--- src/rtl/membar_gate.sv ---
module membar_gate #(
  parameter int AW    = 32,
  parameter int DEPTH = 8,
  parameter int CW    = 4
) (
  input  logic                     clk,
  input  logic                     rst,
  input  logic                     in_valid,
  output logic                     in_ready,
  input  logic [1:0]               in_kind,
  input  logic [4:0]               in_btype,
  input  logic [AW-1:0]            in_addr,
  output logic                     disp_valid,
  input  logic                     disp_ready,
  output logic [1:0]               disp_kind,
  output logic [AW-1:0]            disp_addr,
  output logic [$clog2(DEPTH)-1:0] disp_epoch,
  input  logic                     ord_ack,
  input  logic [$clog2(DEPTH)-1:0] ord_ack_epoch,
  input  logic                     gp_ack,
  input  logic [$clog2(DEPTH)-1:0] gp_ack_epoch,
  output logic                     gate_open,
  output logic                     proto_err
);
  localparam int SW = $clog2(DEPTH);
  localparam logic [CW-1:0] CMAX = '1;
  localparam logic [SW-1:0] FULL = SW'(DEPTH - 1);
  localparam logic [4:0] ORD_CODE = 5'h10;

  logic [SW-1:0]    head, rel, tail;
  logic [CW-1:0]    ocnt [DEPTH];
  logic [CW-1:0]    gcnt [DEPTH];
  logic [DEPTH-1:0] bord;
  logic             err_q;
  logic             blk_o, blk_g;

  wire is_bar = in_kind == 2'd2;
  wire is_if  = in_kind == 2'd3;
  wire is_mem = !in_kind[1];
  wire room   = (tail - head) != FULL;
  wire cnt_ok = (ocnt[tail] != CMAX) && (gcnt[tail] != CMAX);

  assign gate_open  = rel == tail;
  assign in_ready   = is_bar ? room : (is_if ? disp_ready : (gate_open && cnt_ok && disp_ready));
  assign disp_valid = in_valid && !is_bar && (is_if || (gate_open && cnt_ok));
  assign disp_kind  = in_kind;
  assign disp_addr  = in_addr;
  assign disp_epoch = tail;
  assign proto_err  = err_q;

  wire mem_fire = in_valid && is_mem && gate_open && cnt_ok && disp_ready;
  wire bar_fire = in_valid && is_bar && room;

  always_comb begin
    blk_o = 1'b0;
    blk_g = 1'b0;
    for (int i = 0; i < DEPTH; i++) begin
      if ((SW'(i) - head) <= (rel - head)) begin
        if (ocnt[i] != '0) blk_o = 1'b1;
        if (gcnt[i] != '0) blk_g = 1'b1;
      end
    end
  end

  wire retire = !gate_open && (bord[rel] ? !blk_o : !blk_g);
  wire pop    = (head != rel) && (ocnt[head] == '0) && (gcnt[head] == '0);
  wire bad    = (ord_ack && ocnt[ord_ack_epoch] == '0) || (gp_ack && gcnt[gp_ack_epoch] == '0);

  always_ff @(posedge clk) begin
    if (rst) begin
      head  <= '0;
      rel   <= '0;
      tail  <= '0;
      bord  <= '0;
      err_q <= 1'b0;
    end else begin
      if (bar_fire) begin
        bord[tail] <= in_btype == ORD_CODE;
        tail       <= tail + 1'b1;
      end
      if (retire) rel  <= rel + 1'b1;
      if (pop)    head <= head + 1'b1;
      if (bad)    err_q <= 1'b1;
    end
  end

  always_ff @(posedge clk) begin
    for (int i = 0; i < DEPTH; i++) begin
      if (rst) begin
        ocnt[i] <= '0;
        gcnt[i] <= '0;
      end else begin
        ocnt[i] <= ocnt[i]
                   + CW'(mem_fire && tail == SW'(i))
                   - CW'(ord_ack && ord_ack_epoch == SW'(i) && ocnt[i] != '0);
        gcnt[i] <= gcnt[i]
                   + CW'(mem_fire && tail == SW'(i))
                   - CW'(gp_ack && gp_ack_epoch == SW'(i) && gcnt[i] != '0);
      end
    end
  end
endmodule


--- config.mk ---
export PLATFORM = sky130hd
export DESIGN_NAME = membar_gate
export DESIGN_NICKNAME = d
export VERILOG_FILES = /design/src/rtl/membar_gate.sv
export SDC_FILE = /design/constraint.sdc
export NUM_CORES = 1
export LEC_CHECK = 0
export BUFFER_PORTS_ARGS = -buffer_cell sky130_fd_sc_hd__buf_2
export CAP_MARGIN = 5
export CORE_MARGIN = 2
export CORE_UTILIZATION = 55
export CTS_BUF_LIST = sky130_fd_sc_hd__clkbuf_4 sky130_fd_sc_hd__clkbuf_8 sky130_fd_sc_hd__clkbuf_16
export CTS_CLUSTER_SIZE = 28
export DETAILED_ROUTE_END_ITERATION = 6
export GPL_TIMING_DRIVEN = 0
export PLACE_DENSITY = 0.89
export SYNTH_ARGS = -nofsm -noshare
export SYNTH_HDL_FRONTEND = slang
export SYNTH_SLANG_ARGS = --single-unit
--- constraint.sdc ---
create_clock -name clk -period 3.8 [get_ports clk]
set_input_delay 0.19 -clock clk [delete_from_list [all_inputs] [get_ports clk]]
set_output_delay 0.19 -clock clk [all_outputs]
set_load 0.03 [all_outputs]
==> results of run 1 <==
[registers in the layout (all words and copies together), names as in the netlist, named ones only]
| name | flops |
|---|---|
| bord | 8 |
| disp_epoch | 3 |
| gcnt | 32 |
| head | 3 |
| ocnt | 32 |
| proto_err | 1 |
| rel | 3 |
[through the flow]
| step | utilization (%) | cell area, µm² | hold slack [ns] |
|---|---|---|---|
| 6_report | 63.8 | 7700 | 0.136 |
| 5_1_grt | 63.8 | 7700 | 0.154 |
| 4_1_cts | 63.8 | 7690 | 0.133 |
| 3_5_place_dp | 60.9 | 7340 | 0.486 |
| 3_3_place_gp | 60.9 | 7340 | 0.470 |
| 2_1_floorplan | - | 6840 | 0.349 |
[logic make-up after synthesis]
kind of cell               count (synthesis)
AOI/OAI and AO/OA                         89
xor gates and xnor gates                  43
adders and majority gates                117
buffers and inverters                    174
DFF                                       88
muxes                                     34
and+or+nand+nor                          229
[tightest hold or removal path, cell delays in order]
cell and delay (ns):
buf_2 0.11, a221oi_1 0.08, nor2_1 0.07
[routing by layer]
metal  vias to the layer above  part of all wire (%)  global-route usage (%)
li1                       2731                     -                       -
met1                      2730                    38                    32.8
met2                       320                    48                    45.3
met3                        84                   8.8                    5.18
met4                         0                   4.9                    14.4
met5                         -                     0                       0
[final timing paths]
| kind | cells past startpoint | endpoint | startpoint | slack, ns |
|---|---|---|---|---|
| hold / removal | 3 | proto_err | gp_ack | 0.14 |
| setup reg to reg | 13 | ocnt[1][2] | disp_epoch[1] | 0.16 |
| setup / recovery | 13 | ocnt[1][2] | disp_epoch[1] | 0.16 |
| hold reg to reg | 2 | bord[5] | bord[5] | 0.49 |
[report_power, final]
part | internal (mW) | switching, mW
sequential | 1.04 | 0.118
clock | 0.645 | 0.379
combinational | 0.838 | 1.16
total | 2.52 | 1.66
[final cells by class]
type | count | share of cell area [%]
Buffer | 52 | 4.26
Clock buffer | 14 | 3.66
Clock inverter | 2 | 0.780
Inverter | 122 | 5.95
Multi-Input combinational cell | 512 | 55.9
Sequential cell | 88 | 22.9
Tap cell | 168 | 2.73
Timing Repair Buffer | 59 | 3.84
[cell usage after synthesis (17+ instances only)]
cell type,n
buf_4,35
xor2_1,20
nor2_1,69
a21oi_1,29
mux2i_1,21
inv_1,122
ha_1,97
nand2_1,24
nor4_1,21
nand3_1,17
xnor2_1,19
nor2b_1,20
dfxtp_1,88
fa_1,18
nor3_1,19
[cell usage in the layout, fill, tap and decap left out, drive strengths merged, types with 4 or more instances in the layout]
cell type / count
a22oi: 4
fa: 18
o41ai: 4
clkbuf: 24
o211ai: 7
inv: 122
nor2: 69
buf: 101
o21ai: 10
a21o: 16
a21oi: 30
dfxtp: 88
mux4: 8
mux2: 5
nand2: 24
xor2: 21
and2: 7
nor2b: 20
and3: 4
nand2b: 10
mux2i: 21
xnor2: 21
nor4: 21
o221ai: 5
nor3: 21
ha: 97
nand4: 13
nand3: 17
nor3b: 15
[repair_timing]
action                                  4_1_cts  5_1_grt
gates resized for setup                       1        3
endpoints found under the setup margin        6        7
hold buffers                                  0        0
buffers inserted                              0        0
==> results.sh, run 1 <==
export IMPL_drive_gt1_share_pct=16.1
export IMPL_drv_slew=0
export IMPL_grt_first_pass_wirelength_um=27600
export IMPL_ios=92
export IMPL_chipHeight_um=116
export IMPL_hold_path_class="in -> reg"
export IMPL_ys_warn_count=0
export IMPL_synth_edff_count=0
export IMPL_timing_slew_headroom_pct=47.9
export IMPL_vias=5865
export IMPL_worst_slack_ns=0.163
export IMPL_seq_area_um2=1760
export IMPL_worst_ep_arrival_time_ns=3.85
export IMPL_fin_crit_ns=3.64
export IMPL_synth_compound_area_share_pct=8.84
export IMPL_synth_top_family_by_area="adder cells"
export IMPL_post_drt_wl_per_cell_um=17.4
export IMPL_grt_max_degree=14
export IMPL_cts_root_buffer="clkbuf_16"
export IMPL_postSynthCellCount=774
export IMPL_finalClockSkew_ns=0.00781
export IMPL_critPathLaunchType="flop"
export IMPL_finalCritPeriodShare_pct=95.7
export IMPL_core_um2=12100
export IMPL_clock_latency_ns=0.36
export IMPL_placed_cells=1001
export IMPL_tns_ns=0
export IMPL_antenna_found_initial=0
export IMPL_clk_pin_slew_ns=0.06
export IMPL_synth_simple_gate_area_share_pct=17.9
export IMPL_status="complete, no violations"
export IMPL_dp_hpwl_um=13100
export IMPL_clock_path_buffers=2
export IMPL_yosys_area_share_adder_pct=23.3
export IMPL_synthDistinctLibCells=54
export IMPL_synth_async_reset_ratio_pct=0
export IMPL_peakVddDrop_mv=0.273
export IMPL_drcViolationCount=0
export IMPL_htree_levels=3
export IMPL_crit_family="simple AND/OR/NAND/NOR gates"
export IMPL_first_iter_violations=514
export IMPL_cp_num_buf_inv=3
export IMPL_gr_total_overflow=0
export IMPL_first_pass_iters=6
export IMPL_setup_violations=0
export IMPL_crit_path_max_incr_delay_ns=0.58
export IMPL_portBuffers=59
export IMPL_critPathCaptureType="flop"
export IMPL_ant_nets=0
export IMPL_syn_nets=940
export IMPL_syn_area_per_cell_um2=8.83
export IMPL_cp_max_fo=7
export IMPL_area_growth_pct=12.6
export IMPL_required_ns=4.01
export IMPL_fin_cells=1017
export IMPL_tightest_slew_ns=0.781
export IMPL_synth_flop_cell="dfxtp_1"
export IMPL_place_ws_ns=-0.109
export IMPL_grt_pass1_vias=5619
export IMPL_fin_nets=1010
export IMPL_slowest_stage="nor4b_2"
export IMPL_path_class="reg -> reg"
export IMPL_fill_cells=947
export IMPL_power_density_nw_per_um2=543
export IMPL_vias_per_cell=5.77
export IMPL_synthMuxAreaShare_pct=6.53
export IMPL_cts_tree="yes"
export IMPL_multi_input_area_um2=4300
export IMPL_leakage_nw=3.34
export IMPL_cts_buffers=9
export IMPL_synth_top_area_share_pct=25.8
export IMPL_synth_seq_area_share_pct=25.8
export IMPL_clock_sinks=88
export IMPL_grt_setup_unrepaired="yes"
export IMPL_final_hold_violation_count=0
export IMPL_place_congestion=0.933
export IMPL_die_area_um2=13300
export IMPL_grt_total_usage_pct=27.0
export IMPL_rows=40
export IMPL_initial_core_util_pct=56.7
export IMPL_synth_seq_cells=88
export IMPL_die_w_um=116
export IMPL_synth_largest_area_cell="dfxtp_1"
export IMPL_path_cells="clkbuf_1 -> xor2_1 -> nor3_2 -> nand3_1 -> nor4b_2 -> nand2_1 -> ha_1 -> inv_1 -> ha_1 -> inv_1 -> fa_1 -> xor2_1 -> nor2_1"
export IMPL_syn_cell_area_um2=6840
export IMPL_power_mw=4.18
export IMPL_synth_area_leaders="dfxtp_1, ha_1, inv_1"
export IMPL_synth_xor_area_share_pct=6.20
export IMPL_maxCapViolCount=0
export IMPL_diodes=0
export IMPL_timing_fmax_mhz=275
export IMPL_routed_wl_um=17700
Power figures use the tool's default switching activity.
==> run 2: changes to the inputs <==
- MAX_ROUTING_LAYER: default -> met4
==> run 2 against run 1 <==
Compared with the run above:
- global-route usage is 0.81 points higher
- worst setup slack worse by 0.0058 ns
- largest cell class unchanged
- count of clock-buffer cells in the layout stayed put
- core utilization stayed put
- via count hardly changed
- hold slack hardly changed
- cell count stayed put
- critical path depth stayed put
==> results.sh, run 2 (synthesis results as in run 1) <==
export IMPL_die_area_um2=13300
export IMPL_post_drt_wl_per_cell_um=17.3
export IMPL_fin_cells=1017
export IMPL_clock_sinks=88
export IMPL_mostFrequentLayoutCells="inv_1, ha_1, dfxtp_1"
export IMPL_fin_crit_ns=3.64
export IMPL_tns_ns=0
export IMPL_cts_setup_buffers=0
export IMPL_drcViolationCount=0
export IMPL_power_mw=4.18
export IMPL_drv_slew=0
export IMPL_reg_top3="gcnt: 32 flops, ocnt: 32 flops, bord: 8 flops"
export IMPL_fin_util_pct=63.8
export IMPL_place_congestion=0.950
export IMPL_fin_nets=1010
export IMPL_htree_levels=3
export IMPL_grt_total_usage_pct=27.8
export IMPL_vias=5866
export IMPL_finalCritPeriodShare_pct=95.9
export IMPL_clk_pin_slew_ns=0.06
export IMPL_final_hold_violation_count=0
export IMPL_required_ns=4.01
export IMPL_grt_setup_unrepaired="yes"
export IMPL_clock_latency_ns=0.35
export IMPL_drive_gt1_share_pct=16.1
export IMPL_timing_slew_headroom_pct=48.1
export IMPL_grt_util_met3_pct=4.92
export IMPL_leakage_nw=3.34
export IMPL_setup_violations=0
export IMPL_hold_path_class="in -> reg"
export IMPL_portBuffers=59
export IMPL_ctsHoldBuffers=0
export IMPL_tightest_slew_ns=0.779
export IMPL_die_w_um=116
export IMPL_rows=40
export IMPL_power_density_nw_per_um2=543
export IMPL_final_common_cell="inv_1"
export IMPL_gr_total_overflow=0
export IMPL_cp_max_fo=7
export IMPL_clock_path_buffers=2
export IMPL_core_um2=12100
export IMPL_finalClockSkew_ns=0.00686
export IMPL_placed_area_um2=7340
export IMPL_ios=92
export IMPL_area_growth_pct=12.6
export IMPL_timing_fmax_mhz=275
export IMPL_vias_per_cell=5.77
export IMPL_design_area_um2=7700
export IMPL_dp_hpwl_um=13100
export IMPL_worst_slack_ns=0.157
export IMPL_ant_nets=0
export IMPL_routed_wl_um=17600
export IMPL_first_pass_iters=6
export IMPL_worst_ep_arrival_time_ns=3.85
export IMPL_critPathLaunchType="flop"
export IMPL_met1_usage_pct=32.9
export IMPL_path_class="reg -> reg"
export IMPL_holdWs_ns=0.136
export IMPL_grt_first_pass_wirelength_um=27600
export IMPL_grt_pass1_vias=5616
export IMPL_placed_cells=1001
export IMPL_initial_core_util_pct=56.7
export IMPL_cts_buffers=9
export IMPL_first_iter_violations=455
export IMPL_grt_max_degree=14
export IMPL_antenna_found_initial=0
export IMPL_maxCapViolCount=0
export IMPL_diodes=0
export IMPL_grt_util_met2_pct=45.5
export IMPL_peakVddDrop_mv=0.274
export IMPL_chipHeight_um=116
export IMPL_cts_root_buffer="clkbuf_16"
export IMPL_top_usage_layer="met2"
export IMPL_cts_tree="yes"
export IMPL_critPathCaptureType="flop"
export IMPL_status="complete, no violations"
export IMPL_place_ws_ns=-0.109
==> run 2: power breakdown <==
part | internal, mW | switching (mW) | leakage, nW | total [mW]
Sequential | 1.04 | 0.119 | 0.714 | 1.16
Combinational | 0.838 | 1.16 | 2.46 | 2.00
Clock | 0.645 | 0.376 | 0.170 | 1.02
==> run 2: critical path, stage by stage, from the launching register on <==
cell      delay (ns)
dfxtp_1         0.44
clkbuf_1        0.29
xor2_1          0.14
nor3_2          0.38
nand3_1         0.24
nor4b_2         0.58
nand2_1         0.21
ha_1            0.33
inv_1           0.06
ha_1            0.16
inv_1           0.06
fa_1            0.39
xor2_1          0.15
nor2_1          0.06
==> run 2: routing by layer <==
layer  wire (µm)  vias up
met5           0        -
met4         817        0
met3        1480       72
met2        8650      314
met1        6690     2750
li1            -     2730
==> run 2: path summary, 6_finish.rpt <==
check	start	endpoint	slack (ns)	depth (start not counted)
setup reg to reg	disp_epoch[1]	ocnt[1][2]	0.16	13
setup / recovery	disp_epoch[1]	ocnt[1][2]	0.16	13
hold reg to reg	bord[5]	bord[5]	0.49	2
hold / removal	gp_ack	proto_err	0.14	3
==> run 2: repair_timing <==
item                       in CTS  in global routing
setup endpoints to repair       6                  7
gates resized for setup         1                  3
hold endpoints to repair        0                  0
pin swaps                       0                  0
==> run 2: area by class of cell <==
cell class / instances / area [µm²]
clock inverter: 2 / 60.1
clock buffer: 14 / 282
buffer: 52 / 328
sequential: 88 / 1760
fill: 947 / 4370
tap: 168 / 210
inverter: 122 / 458
multi-input combinational: 512 / 4300
timing repair buffer: 59 / 295
